File: config.mk
export PLATFORM = sky130hd
export DESIGN_NAME = tx_pad_fcs_inserter
export DESIGN_NICKNAME = d
export VERILOG_FILES = /design/src/rtl/tx_pad_fcs_pkg.sv /design/src/rtl/tx_pad_fcs_crc.sv /design/src/rtl/tx_pad_fcs_ctrl.sv /design/src/rtl/tx_pad_fcs_inserter.sv
export SDC_FILE = /design/constraint.sdc
export NUM_CORES = 1
export LEC_CHECK = 0
export CAP_MARGIN = 20
export CORE_MARGIN = 5
export CORE_UTILIZATION = 50
export DETAILED_ROUTE_END_ITERATION = 12
export DONT_BUFFER_PORTS = 1
export PLACE_DENSITY = 0.75
export SLEW_MARGIN = 40
export SYNTH_ARGS = -nofsm -noshare
export SYNTH_HDL_FRONTEND = slang
export SYNTH_HIERARCHICAL = 1
export SYNTH_SLANG_ARGS = --single-unit
File: constraint.sdc
create_clock -name clk -period 5.9 [get_ports clk]
set_clock_uncertainty 0.1 [all_clocks]
set_input_delay 0.295 -clock clk [delete_from_list [all_inputs] [get_ports clk]]
set_output_delay 0.295 -clock clk [all_outputs]
set_load 0.02 [all_outputs]
File: src/rtl/tx_pad_fcs_pkg.sv
package tx_pad_fcs_pkg;

   typedef enum logic [1:0] {
      PH_DATA = 2'd0,
      PH_PAD  = 2'd1,
      PH_FCS  = 2'd2
   } phase_e;

   localparam logic [31:0] CRC32_POLY_REFL = 32'hEDB8_8320;
   localparam logic [31:0] CRC32_SEED      = 32'hFFFF_FFFF;

endpackage

File: src/rtl/tx_pad_fcs_crc.sv
module tx_pad_fcs_crc #(
   parameter int               CRC_W  = 32,
   parameter int               BYTE_W = 8,
   parameter logic [CRC_W-1:0] POLY   = 32'hEDB8_8320,
   parameter logic [CRC_W-1:0] SEED   = 32'hFFFF_FFFF
) (
   input  logic              clk,
   input  logic              rst_n,
   input  logic              step,
   input  logic              clear,
   input  logic [BYTE_W-1:0] byte_in,
   output logic [CRC_W-1:0]  crc_q
);

   initial begin
      assert (CRC_W > 0 && BYTE_W > 0)
         else $error("tx_pad_fcs_crc: widths must be positive");
   end

   // one shift stage per input bit, least significant bit first
   logic [CRC_W-1:0] chain [BYTE_W+1];
   assign chain[0] = crc_q;

   for (genvar g = 0; g < BYTE_W; g++) begin : g_bit
      logic fb;
      assign fb = chain[g][0] ^ byte_in[g];
      assign chain[g+1] = fb ? ((chain[g] >> 1) ^ POLY) : (chain[g] >> 1);
   end

   always_ff @(posedge clk) begin
      if (!rst_n)     crc_q <= SEED;
      else if (clear) crc_q <= SEED;
      else if (step)  crc_q <= chain[BYTE_W];
   end

endmodule

File: src/rtl/tx_pad_fcs_ctrl.sv
module tx_pad_fcs_ctrl
   import tx_pad_fcs_pkg::*;
#(
   parameter int MIN_DATA_BYTES = 60,
   parameter int FCS_BYTES      = 4,
   parameter int IDX_W          = 2
) (
   input  logic             clk,
   input  logic             rst_n,
   input  logic             in_valid,
   input  logic             in_eof,
   input  logic             out_ready,
   input  logic             pad_en,
   input  logic             fcs_dis,
   output phase_e           phase,
   output logic             in_ready,
   output logic             out_valid,
   output logic             out_last,
   output logic [IDX_W-1:0] fcs_idx,
   output logic             crc_step,
   output logic             crc_clear
);

   localparam int CNT_W = $clog2(MIN_DATA_BYTES + 1);
   localparam logic [CNT_W-1:0] FILL_END = CNT_W'(MIN_DATA_BYTES - 1);
   localparam logic [IDX_W-1:0] IDX_END  = IDX_W'(FCS_BYTES - 1);

   initial begin
      assert (MIN_DATA_BYTES >= 1)
         else $error("tx_pad_fcs_ctrl: MIN_DATA_BYTES must be at least 1");
      assert (FCS_BYTES >= 1 && (1 << IDX_W) >= FCS_BYTES)
         else $error("tx_pad_fcs_ctrl: IDX_W too narrow for FCS_BYTES");
   end

   phase_e           phase_q;
   logic [CNT_W-1:0] cnt_q;
   logic [IDX_W-1:0] idx_q;
   logic             fcs_on_q;

   logic short_frame, need_pad, need_fcs, in_fire, out_fire;

   assign phase       = phase_q;
   assign fcs_idx     = idx_q;
   assign short_frame = (cnt_q < FILL_END);
   assign need_pad    = pad_en && short_frame;
   assign need_fcs    = pad_en || !fcs_dis;

   always_comb begin
      in_ready  = 1'b0;
      out_valid = 1'b0;
      out_last  = 1'b0;
      unique case (phase_q)
         PH_DATA: begin
            in_ready  = out_ready;
            out_valid = in_valid;
            out_last  = in_eof && !need_pad && !need_fcs;
         end
         PH_PAD: begin
            out_valid = 1'b1;
            out_last  = !fcs_on_q && (cnt_q == FILL_END);
         end
         PH_FCS: begin
            out_valid = 1'b1;
            out_last  = (idx_q == IDX_END);
         end
         default: ;
      endcase
   end

   assign in_fire   = (phase_q == PH_DATA) && in_valid && out_ready;
   assign out_fire  = out_valid && out_ready;
   assign crc_step  = out_fire && (phase_q != PH_FCS);
   assign crc_clear = out_fire && out_last;

   always_ff @(posedge clk) begin
      if (!rst_n) begin
         phase_q  <= PH_DATA;
         cnt_q    <= '0;
         idx_q    <= '0;
         fcs_on_q <= 1'b0;
      end else begin
         unique case (phase_q)
            PH_DATA: if (in_fire) begin
               if (in_eof) begin
                  fcs_on_q <= need_fcs;
                  idx_q    <= '0;
                  if (need_pad) begin
                     cnt_q   <= cnt_q + 1'b1;
                     phase_q <= PH_PAD;
                  end else begin
                     cnt_q   <= '0;
                     phase_q <= need_fcs ? PH_FCS : PH_DATA;
                  end
               end else if (cnt_q != FILL_END) begin
                  cnt_q <= cnt_q + 1'b1;
               end
            end
            PH_PAD: if (out_fire) begin
               if (cnt_q == FILL_END) begin
                  cnt_q   <= '0;
                  phase_q <= fcs_on_q ? PH_FCS : PH_DATA;
               end else begin
                  cnt_q <= cnt_q + 1'b1;
               end
            end
            PH_FCS: if (out_fire) begin
               if (idx_q == IDX_END) phase_q <= PH_DATA;
               else                  idx_q   <= idx_q + 1'b1;
            end
            default: phase_q <= PH_DATA;
         endcase
      end
   end

   // the fill counter never runs past the minimum payload length
   p_cnt_bound_r3: assert property (@(posedge clk) disable iff (!rst_n)
      cnt_q <= FILL_END);

   // padding is only ever entered with the check sequence armed
   p_pad_forces_fcs_r7: assert property (@(posedge clk) disable iff (!rst_n)
      (phase_q == PH_PAD) |-> fcs_on_q);

   // the last pad byte hands over to the check sequence
   p_pad_to_fcs_r7: assert property (@(posedge clk) disable iff (!rst_n)
      (phase_q == PH_PAD && out_fire && cnt_q == FILL_END) |=> (phase_q == PH_FCS));

   // after the final byte the block is back at the start of a frame
   p_last_rearms_r8: assert property (@(posedge clk) disable iff (!rst_n)
      (out_fire && out_last) |=> (phase_q == PH_DATA && cnt_q == '0));

   // a full-length frame never enters the pad phase
   p_long_no_pad_r11: assert property (@(posedge clk) disable iff (!rst_n)
      (in_fire && in_eof && cnt_q == FILL_END) |=> (phase_q != PH_PAD));

endmodule

File: src/rtl/tx_pad_fcs_inserter.sv
module tx_pad_fcs_inserter
   import tx_pad_fcs_pkg::*;
#(
   parameter int          BYTE_W         = 8,
   parameter int          MIN_DATA_BYTES = 60,
   parameter int          FCS_BYTES      = 4,
   parameter bit          FCS_LSB_FIRST  = 1'b1,
   parameter logic [7:0]  PAD_VALUE      = 8'h00
) (
   input  logic              clk,
   input  logic              rst_n,
   input  logic              in_valid,
   output logic              in_ready,
   input  logic [BYTE_W-1:0] in_data,
   input  logic              in_eof,
   input  logic              pad_en,
   input  logic              fcs_dis,
   output logic              out_valid,
   input  logic              out_ready,
   output logic [BYTE_W-1:0] out_data,
   output logic              out_last
);

   localparam int CRC_W = BYTE_W * FCS_BYTES;
   localparam int IDX_W = (FCS_BYTES > 1) ? $clog2(FCS_BYTES) : 1;

   initial begin
      assert (CRC_W == 32)
         else $error("tx_pad_fcs_inserter: check sequence must total 32 bits");
      assert (BYTE_W == 8)
         else $error("tx_pad_fcs_inserter: byte stream must be 8 bits wide");
   end

   phase_e           phase;
   logic [IDX_W-1:0] fcs_idx;
   logic             crc_step, crc_clear;
   logic [CRC_W-1:0] crc_q, fcs_word;
   logic [BYTE_W-1:0] fcs_byte;

   tx_pad_fcs_ctrl #(
      .MIN_DATA_BYTES (MIN_DATA_BYTES),
      .FCS_BYTES      (FCS_BYTES),
      .IDX_W          (IDX_W)
   ) ctrl_i (
      .clk       (clk),
      .rst_n     (rst_n),
      .in_valid  (in_valid),
      .in_eof    (in_eof),
      .out_ready (out_ready),
      .pad_en    (pad_en),
      .fcs_dis   (fcs_dis),
      .phase     (phase),
      .in_ready  (in_ready),
      .out_valid (out_valid),
      .out_last  (out_last),
      .fcs_idx   (fcs_idx),
      .crc_step  (crc_step),
      .crc_clear (crc_clear)
   );

   tx_pad_fcs_crc #(
      .CRC_W  (CRC_W),
      .BYTE_W (BYTE_W),
      .POLY   (CRC_W'(CRC32_POLY_REFL)),
      .SEED   (CRC_W'(CRC32_SEED))
   ) crc_i (
      .clk     (clk),
      .rst_n   (rst_n),
      .step    (crc_step),
      .clear   (crc_clear),
      .byte_in (out_data),
      .crc_q   (crc_q)
   );

   assign fcs_word = ~crc_q;

   if (FCS_LSB_FIRST) begin : g_lsb_first
      assign fcs_byte = fcs_word[fcs_idx*BYTE_W +: BYTE_W];
   end else begin : g_msb_first
      logic [IDX_W-1:0] rev_idx;
      assign rev_idx  = IDX_W'(FCS_BYTES - 1) - fcs_idx;
      assign fcs_byte = fcs_word[rev_idx*BYTE_W +: BYTE_W];
   end

   always_comb begin
      unique case (phase)
         PH_PAD:  out_data = BYTE_W'(PAD_VALUE);
         PH_FCS:  out_data = fcs_byte;
         default: out_data = in_data;
      endcase
   end

   // a stalled tail byte stays offered and unchanged
   p_tail_hold_r10: assert property (@(posedge clk) disable iff (!rst_n)
      (out_valid && !out_ready && phase != PH_DATA) |=> (out_valid && $stable(out_data)));

   // no input byte is taken while the tail is being sent
   p_tail_blocks_input_r9: assert property (@(posedge clk) disable iff (!rst_n)
      (out_valid && out_ready && !out_last && phase != PH_DATA) |=> !in_ready);

endmodule

==> reports/qor.txt, run 1 <==
Reg power frac = 0.270
share of flip-flops with an asynchronous set or reset = 0
Setup crit end kind = register
r2r startpoint = ctrl_i/phase[0]$_SDFFE_PN0P_
worst r2r path cells = 8
Mean Syn Cell Area = 9.99 um2
P_leak = 1.34 nW
crit-path max FO = 9
I/O Buffers = 0
starting density of the core = 0.519
area post-placement = 3320 um2
P&R area growth vs syn = -3.63%
Tot GR Track Use = 0.158
Die ar. = 8880 um2
largest family of logic cells by synthesized area = XOR/XNOR gates
Synth cell types = 55
largest net degree at the start of global routing = 47
H-tree levels = 2
synth cell count leaders = 43 x dfxtp_1, 33 x buf_4, 32 x nand2_1
Compound-Gate Fraction of Synth Area = 0.153
power share of the clock group = 0.130
crit path DAT = 3.71 ns
Setup Buffers After CTS = 0
top_reg_cell synth = dfxtp_1
Tcrit/Tclk final = 0.607
clk_lat worst skew = 0.30 ns
routability cong. = 0.852
top post-synthesis cells by area = dfxtp_1 24%, xnor3_1 10%, buf_4 7.0%, xnor2_1 5.4%, mux4_2 5.1%
CTS Buffer Depth = 2
element type at the critical path start = register
Die H = 94.2 um
Least-Margin Pin Slew = 0.781 ns
post-route ant nets = 0
WP data required = 6.03 ns
sw power = 0.556 mW
Setup violations, final = 0
number of buffers created by CTS = 5
gr ovfl total = 0
critical path endpoint = crc_i/crc_q[25]$_SDFFE_PP1P_
biggest area consumer among synthesized cells = dfxtp_1
floorplan core area = 6830 um2
top cell type's share of synthesized area = 0.243
Synth Net Count = 377
Post-DP HPWL = 4890 um
CTS tree = built
max frequency = 0.279 GHz
I/O pin cnt = 26
initial antenna violation count = 0
most frequent cell after synthesis = dfxtp_1
Non-Filler Instances = 409
pwr dens = 443 nW/um2
maxcap violations = 0
FF-to-FF End = crc_i/crc_q[25]$_SDFFE_PP1P_
die width = 94.2 um
Worst setup startpoint = ctrl_i/phase[0]$_SDFFE_PN0P_
max-slew violations = 0
routed wire length = 6780 um
DP Cell Count = 401
Synth Area in Adders = 0.0247
Root Driver = clkbuf_8
register bit total from synthesis = 43
Synth Warn # = 6
post-synthesis xor/xnor area fraction = 0.287
first-pass GRT wire length = 11,100 um
Post-synth EDFFs = 0
setup slack, reg-to-reg = 2.32 ns
filler instances = 627
Setup TNS = 0 ns
post-CTS sizing = 0
Int Pwr = 0.959 mW
vias in the first global route = 2,101
post-synthesis mux area share = 0.0565
Site Rows = 30
final instance area = 3420 um2
RSZ-0062 raised after global routing = no
vias = 2,269
maximum vdd drop = 163 uV
Final #Nets = 334
Final Power = 1.52 mW
Syn Inst Count = 355
Slew headroom = 0.476
Clock Pin Slew Worst Setup and Hold Paths = 0.09 ns
n_diodes = 0
Switching Share = 0.367
layout cell share with drive strength beyond 1 = 0.150
Initial DRC Count = 143
combinational share of power = 0.599
Vias/cell = 5.55
Hold Buf Count CTS = 0
Fin. Hold Viols = 0
Tmin final = 3.58 ns
run status = complete, no violations
Pre-antenna DRT Iters = 5
Hold WC Path Type = in -> reg
simple-gate share of the synthesized area = 0.128
WS Path Type = reg -> reg
Syn Std Cell Area = 3550 um2
remaining routing DRC violations = 0
routed len/inst = 16.6 um
sequential cell area fraction in the yosys report = 0.243
clock sink count = 43
-- kinds of logic (layout without fill, tap and decap cells) --
family / Yosys count / count (layout)
simple gates: 94 / 94
compound gates: 78 / 78
xor+xnor: 64 / 64
buf+inv: 59 / 17
flops: 43 / 43
mux: 10 / 10
fa+ha+maj: 7 / 7
-- power groups by stage --
stage	Combinational (mW)	Clock (mW)	Sequential [mW]
after floorplan	0.876	0	0.401
after global placement	0.905	0	0.413
after detailed placement	0.909	0	0.415
after CTS	0.914	0.204	0.409
after global routing	0.980	0.215	0.416
final	0.908	0.198	0.409
-- worst min path at each step --
| stage | cells after the start | start | end | slack, ns |
|---|---|---|---|---|
| 6_report | 2 | rst_n | ctrl_i/phase[1]$_SDFFE_PN0P_ | 0.05 |
| 5_1_grt | 2 | rst_n | ctrl_i/cnt_q[1]$_SDFFE_PN0P_ | 0.05 |
| 4_1_cts | 2 | rst_n | ctrl_i/cnt_q[1]$_SDFFE_PN0P_ | 0.04 |
| 3_5_place_dp | 2 | rst_n | ctrl_i/phase[1]$_SDFFE_PN0P_ | 0.36 |
| 3_3_place_gp | 2 | rst_n | ctrl_i/phase[1]$_SDFFE_PN0P_ | 0.35 |
| 2_1_floorplan | 2 | rst_n | ctrl_i/fcs_on_q$_SDFFE_PN0P_ | 0.36 |
-- sequential cells by signal (all words and copies together), names as in the netlist --
register	cells
crc_i/crc_q	32
ctrl_i/cnt_q	6
ctrl_i/fcs_idx	2
ctrl_i/fcs_on_q	1
ctrl_i/phase	2
-- through the flow --
stage | worst slack (ns) | hold WS, ns | util
2_1_floorplan | 2.83 | 0.364 | -
3_3_place_gp | 2.31 | 0.354 | 0.486
3_5_place_dp | 2.27 | 0.365 | 0.487
4_1_cts | 2.23 | 0.0414 | 0.500
5_1_grt | 2.06 | 0.0489 | 0.500
6_report | 2.32 | 0.0535 | 0.500
-- cells in the final DEF (no fill, tap or decap), types with 9 or more instances in the layout --
| master | n |
|---|---|
| o21ai_1 | 16 |
| o21ai_0 | 10 |
| a21oi_1 | 18 |
| o211ai_1 | 10 |
| dfxtp_1 | 43 |
| nand2_1 | 32 |
| nand3_1 | 9 |
| nor2_1 | 19 |
| xnor3_1 | 16 |
| xnor2_1 | 22 |
-- routing by layer --
layer	up-vias	share of wire	track usage
met5	-	0	0
met4	0	0.0097	0.0397
met3	9	0.046	0.0304
li1	1138	-	-
met2	51	0.48	0.251
met1	1071	0.47	0.221
-- final cells by class --
cell class	instances	area [um2]	area share
well taps	96	120	0.0352
clock inverters	3	23.8	0.00696
multi-input cells	253	2310	0.676
inverters	9	33.8	0.00989
clock buffers	5	68.8	0.0201
flip-flops and latches	43	861	0.252
-- critical path, stage by stage, from the launching register on --
cell and delay [ns]:
dfxtp_1 0.42, inv_1 0.06, ha_1 0.46, nand2b_1 0.43
o21ai_1 0.69, xor2_2 0.32, xnor3_2 0.54, xnor3_1 0.36
a21oi_1 0.14
Power figures use the tool's default switching activity.
==> inputs of run 2 (changes only) <==
==> constraint.sdc (replaced) <==
create_clock -name clk -period 3.4 [get_ports clk]
set_clock_uncertainty 0.1 [all_clocks]
set_input_delay 0.17 -clock clk [delete_from_list [all_inputs] [get_ports clk]]
set_output_delay 0.17 -clock clk [all_outputs]
set_load 0.02 [all_outputs]
==> run 2 against run 1 <==
Compared with the run above:
- clock power is 66% higher
- worst setup slack worse by 2.1 ns
- total power grew 80%
- global-route usage is 1.6 points higher
- wire length increased by 7.1%
- die area unchanged
==> reports/qor.txt, run 2 (synthesis gave the netlist of run 1 again) <==
Setup Buffers After CTS = 0
CTS tree = built
worst r2r path cells = 6
Setup TNS = 0 ns
Vias/cell = 5.65
Final Power = 2.73 mW
die width = 94.2 um
Largest regs = crc_i/crc_q (32), ctrl_i/cnt_q (6)
CTS Buffer Depth = 2
Least-Margin Pin Slew = 0.746 ns
Crit path largest cell delay = 0.81 ns
Tcrit/Tclk final = 0.937
Largest register FFs = 32
Final #Nets = 351
number of buffers created by CTS = 5
Tot GR Track Use = 0.175
Worst setup startpoint = ctrl_i/fcs_idx[0]$_SDFFE_PN0P_
Die ar. = 8880 um2
filler instances = 610
Reg with most FFs = crc_i/crc_q
clock sink count = 43
n_diodes = 0
CP cell instances = mux4_2, o21ai_1, xnor2_4, xnor3_2, xnor3_1, a21oi_1
CP max stage cell = dfxtp_1
WP data required = 3.54 ns
FF-to-FF End = crc_i/crc_q[25]$_SDFFE_PP1P_
crit-path max FO = 12
floorplan core area = 6830 um2
most common cell after layout, fill and taps aside = dfxtp_1
initial antenna violation count = 0
first-pass GRT wire length = 12,000 um
maxcap violations = 0
Tmin final = 3.19 ns
DR WL met2 = 3330 um
remaining routing DRC violations = 0
WS Path Type = reg -> reg
post-route ant nets = 0
Reg power frac = 0.261
commonest cells after routing, fill and taps aside = 43 x dfxtp_1, 32 x nand2_1, 22 x xnor2_1
DR top layer = met4
Initial DRC Count = 158
Root Driver = clkbuf_8
routed wire length = 7260 um
routed len/inst = 17.0 um
largest net degree at the start of global routing = 25
WL met3 = 472 um
Clock Pin Slew Worst Setup and Hold Paths = 0.09 ns
setup slack, reg-to-reg = 0.21 ns
RSZ-0062 raised after global routing = no
I/O pin cnt = 26
Setup crit end kind = register
Post-DP HPWL = 5250 um
Hold Buf Count CTS = 1
combinational share of power = 0.618
I/O Buffers = 0
routability cong. = 0.862
critical path endpoint = crc_i/crc_q[25]$_SDFFE_PP1P_
Slew headroom = 0.502
max-slew violations = 0
Switching Share = 0.373
crit path DAT = 3.33 ns
starting density of the core = 0.519
Int Pwr = 1.71 mW
post-CTS sizing = 0
final instance area = 3530 um2
Site Rows = 30
max frequency = 0.314 GHz
element type at the critical path start = register
sw power = 1.02 mW
Fin. Hold Viols = 0
area post-placement = 3440 um2
P_leak = 1.42 nW
H-tree levels = 2
vias = 2,407
run status = complete, no violations
P&R area growth vs syn = -0.318%
Setup violations, final = 0
power share of the clock group = 0.120
layout cell share with drive strength beyond 1 = 0.182
vias in the first global route = 2,315
gr ovfl total = 0
r2r startpoint = ctrl_i/fcs_idx[0]$_SDFFE_PN0P_
Die H = 94.2 um
clk_lat worst skew = 0.30 ns
WHS = 0.0202 ns
maximum vdd drop = 285 uV
pwr dens = 771 nW/um2
Hold WC Path Type = in -> reg
Metal-1 WL = 3270 um
Pre-antenna DRT Iters = 4
-- run 2: cell types whose count changed in the layout (fill, tap and decap cells not counted), sizes merged --
cell,change
dlygate4sd3,+1
clkinvlp,-1
clkinv,+1
clkbuf,+1
inv,-1
buf,+16
-- run 2: area by class of cell --
cell class,count,area [um2],area share
clock inverter,2,12.5,0.00354
multi-input combinational,253,2300,0.652
inverter,9,33.8,0.00956
tap,96,120,0.0340
timing repair buffer,17,130,0.0368
sequential,43,861,0.244
clock buffer,6,72.6,0.0205
-- run 2: layer usage --
| layer | global-route usage | vias to the layer above |
|---|---|---|
| li1 | - | 1175 |
| met1 | 0.236 | 1143 |
| met2 | 0.274 | 72 |
| met3 | 0.0369 | 17 |
| met4 | 0.0650 | 0 |
| met5 | 0 | - |
-- run 2: power groups by stage --
stage	Combinational, mW	Clock, mW	Sequential (mW)
after floorplan	1.52	0	0.696
after global placement	1.63	0	0.718
after detailed placement	1.67	0	0.721
after CTS	1.69	0.338	0.710
after global routing	1.80	0.354	0.723
final	1.68	0.328	0.713
-- run 2: how the worst min path moves through the flow --
stage,startpoint,endpoint,slack [ns],cells after the start
after floorplan,rst_n,ctrl_i/fcs_on_q$_SDFFE_PN0P_,0.24,2
after global placement,rst_n,ctrl_i/phase[0]$_SDFFE_PN0P_,0.23,2
after detailed placement,rst_n,ctrl_i/phase[1]$_SDFFE_PN0P_,0.23,2
after CTS,fcs_dis,ctrl_i/fcs_on_q$_SDFFE_PN0P_,0.01,3
after global routing,fcs_dis,ctrl_i/fcs_on_q$_SDFFE_PN0P_,0.05,3
final,fcs_dis,ctrl_i/fcs_on_q$_SDFFE_PN0P_,0.02,3
-- run 2: through the flow --
| stage | setup WS (ns) | instances | utilization |
|---|---|---|---|
| final | 0.214 | 426 | 0.517 |
| after floorplan | 0.333 | 355 | - |
| after global placement | 0.350 | 417 | 0.503 |
| after detailed placement | 0.264 | 417 | 0.503 |
| after CTS | 0.206 | 426 | 0.517 |
| after global routing | 0.0477 | 426 | 0.517 |
-- run 2: worst max-delay path, delay by kind of cell, from the launching register on --
kind	cells	cell delay (ns)
xor gates and xnor gates	3	1.08
DFF	1	0.81
muxes	1	0.60
AOI/OAI and AO/OA	2	0.56
==> inputs of run 3 (changes only) <==
--- a/config.mk
+++ b/config.mk
@@ -8,9 +8,10 @@
 export CAP_MARGIN = 20
 export CORE_MARGIN = 5
 export CORE_UTILIZATION = 50
+export CTS_CLUSTER_DIAMETER = 120
 export DETAILED_ROUTE_END_ITERATION = 12
 export DONT_BUFFER_PORTS = 1
-export PLACE_DENSITY = 0.75
+export PLACE_DENSITY_LB_ADDON = 0.15
 export SLEW_MARGIN = 40
 export SYNTH_ARGS = -nofsm -noshare
 export SYNTH_HDL_FRONTEND = slang
==> run 3 against run 2 <==
Compared with the run above:
- non-clock buffer count up 2
- final cell count up 0.47%
- first-iteration DRC count down 33%
- wire length up 2.7%
- global-route usage up 0.56 points
- critical path depth up 2
- sequential share of layout area down 0.077 points
- worst hold slack better by 0.032 ns
- count of clock-buffer cells in the layout up 1
- flip-flop and latch count unchanged
- clock power about the same
==> reports/qor.txt, run 3 (synthesis gave the netlist of run 1 again) <==
number of buffers created by CTS = 5
Largest regs = crc_i/crc_q (32), ctrl_i/cnt_q (6)
commonest cells after routing, fill and taps aside = 43 x dfxtp_1, 32 x nand2_1, 22 x xnor2_1
routed len/inst = 17.4 um
H-tree levels = 2
Clock Pin Slew Worst Setup and Hold Paths = 0.09 ns
Die H = 94.2 um
post-CTS sizing = 0
most common cell after layout, fill and taps aside = dfxtp_1
Largest register FFs = 32
I/O pin cnt = 26
Int Pwr = 1.71 mW
Root Driver = clkbuf_8
layout cell share with drive strength beyond 1 = 0.184
CTS Buffer Depth = 2
Setup TNS = 0 ns
largest net degree at the start of global routing = 37
die width = 94.2 um
vias in the first global route = 2,327
Pre-antenna DRT Iters = 4
routability cong. = 0.818
run status = complete, no violations
floorplan core area = 6830 um2
routed wire length = 7450 um
Tcrit/Tclk final = 0.895
Crit path largest cell delay = 0.52 ns
max-slew violations = 0
RSZ-0062 raised after global routing = no
Initial DRC Count = 106
Hold Buf Count CTS = 1
crit path DAT = 3.19 ns
Final #Nets = 353
Setup violations, final = 0
max frequency = 0.329 GHz
post-route ant nets = 0
CP cell instances = inv_1, ha_1, nand2b_1, o21ai_1, xor2_2, xnor3_2, xnor3_1, a21oi_1
crit-path max FO = 8
CTS tree = built
sw power = 1.00 mW
Die ar. = 8880 um2
element type at the critical path start = register
FF/Latch Area = 861 um2
combinational share of power = 0.616
n_diodes = 0
P&R area growth vs syn = -0.0000282%
clk_lat worst skew = 0.30 ns
WP data required = 3.55 ns
Reg power frac = 0.261
maxcap violations = 0
Slew headroom = 0.512
CP max stage cell = xnor3_2
Multi-input gate area = 2300 um2
Tot GR Track Use = 0.180
Site Rows = 30
vias = 2,350
Vias/cell = 5.49
Hold WC Path Type = in -> reg
P_leak = 1.43 nW
I/O Buffers = 0
setup ws final = 0.356 ns
Switching Share = 0.370
pwr dens = 764 nW/um2
Top Usage Layer GRT = met2
Setup Buffers After CTS = 0
remaining routing DRC violations = 0
power share of the clock group = 0.122
Fin. Hold Viols = 0
Least-Margin Pin Slew = 0.730 ns
clock sink count = 43
final core utilization = 0.519
starting density of the core = 0.519
maximum vdd drop = 376 uV
setup slack after placement = 0.365 ns
Tmin final = 3.04 ns
Post-DP HPWL = 5370 um
initial antenna violation count = 0
M2 GR Usage = 0.278
routing usage on met3 = 0.0361
gr ovfl total = 0
Reg with most FFs = crc_i/crc_q
first-pass GRT wire length = 12,300 um
WS Path Type = reg -> reg
Setup crit end kind = register
global routing usage on met1 = 0.258
filler instances = 668
[run 3: cell types whose count changed in the layout (fill, tap and decap cells not counted), sizes merged]
cell,previous run,this run
buf,16,18
clkbuf,6,7
clkinvlp,1,0
[run 3: critical path: cells and delay by family, from the launching register on]
kind,cells,cell delay [ns]
adder cells (fa/ha/maj),1,0.30
flip-flops,1,0.41
XOR/XNOR,3,1.15
AO/OA/AOI/OAI,2,0.61
buffers and inverters,1,0.07
AND/OR/NAND/NOR,1,0.35
[run 3: power groups by stage]
| stage | logic (mW) | registers (mW) | clock network (mW) |
|---|---|---|---|
| 2_1_floorplan | 1.52 | 0.696 | 0 |
| 3_3_place_gp | 1.66 | 0.719 | 0 |
| 3_5_place_dp | 1.67 | 0.720 | 0 |
| 4_1_cts | 1.68 | 0.708 | 0.341 |
| 5_1_grt | 1.79 | 0.724 | 0.358 |
| 6_report | 1.67 | 0.709 | 0.331 |
[run 3: routing by layer]
layer	vias to the layer above	share of wire
li1	1186	-
met1	1122	0.50
met2	40	0.46
met3	2	0.044
met4	0	0.0028
met5	-	0
[run 3: worst paths after layout]
path                                                   start                      endpoint  cells past startpoint  slack [ns]
worst min-delay path                                 fcs_dis  ctrl_i/fcs_on_q$_SDFFE_PN0P_                      3        0.05
worst max-delay path            ctrl_i/phase[0]$_SDFFE_PN0P_  crc_i/crc_q[25]$_SDFFE_PP1P_                      8        0.36
worst min register to register  ctrl_i/cnt_q[1]$_SDFFE_PN0P_  ctrl_i/cnt_q[1]$_SDFFE_PN0P_                      2        0.42
worst max register to register  ctrl_i/phase[0]$_SDFFE_PN0P_  crc_i/crc_q[25]$_SDFFE_PP1P_                      8        0.36
[run 3: final cells by class]
class	instances	area share
clock buffers	7	0.0215
clock inverters	1	0.00141
inverters	9	0.00953
multi-input cells	253	0.650
flip-flops and latches	43	0.243
well taps	96	0.0339
repair buffers	19	0.0409
[run 3: per-stage QoR]
step	area (um2)	hold WS, ns	cells	power (mW)
after floorplan	3550	0.239	355	2.22
after global placement	3450	0.231	419	2.38
after detailed placement	3450	0.233	419	2.39
after CTS	3550	0.0526	428	2.73
after global routing	3550	0.0561	428	2.87
final	3550	0.0521	428	2.71
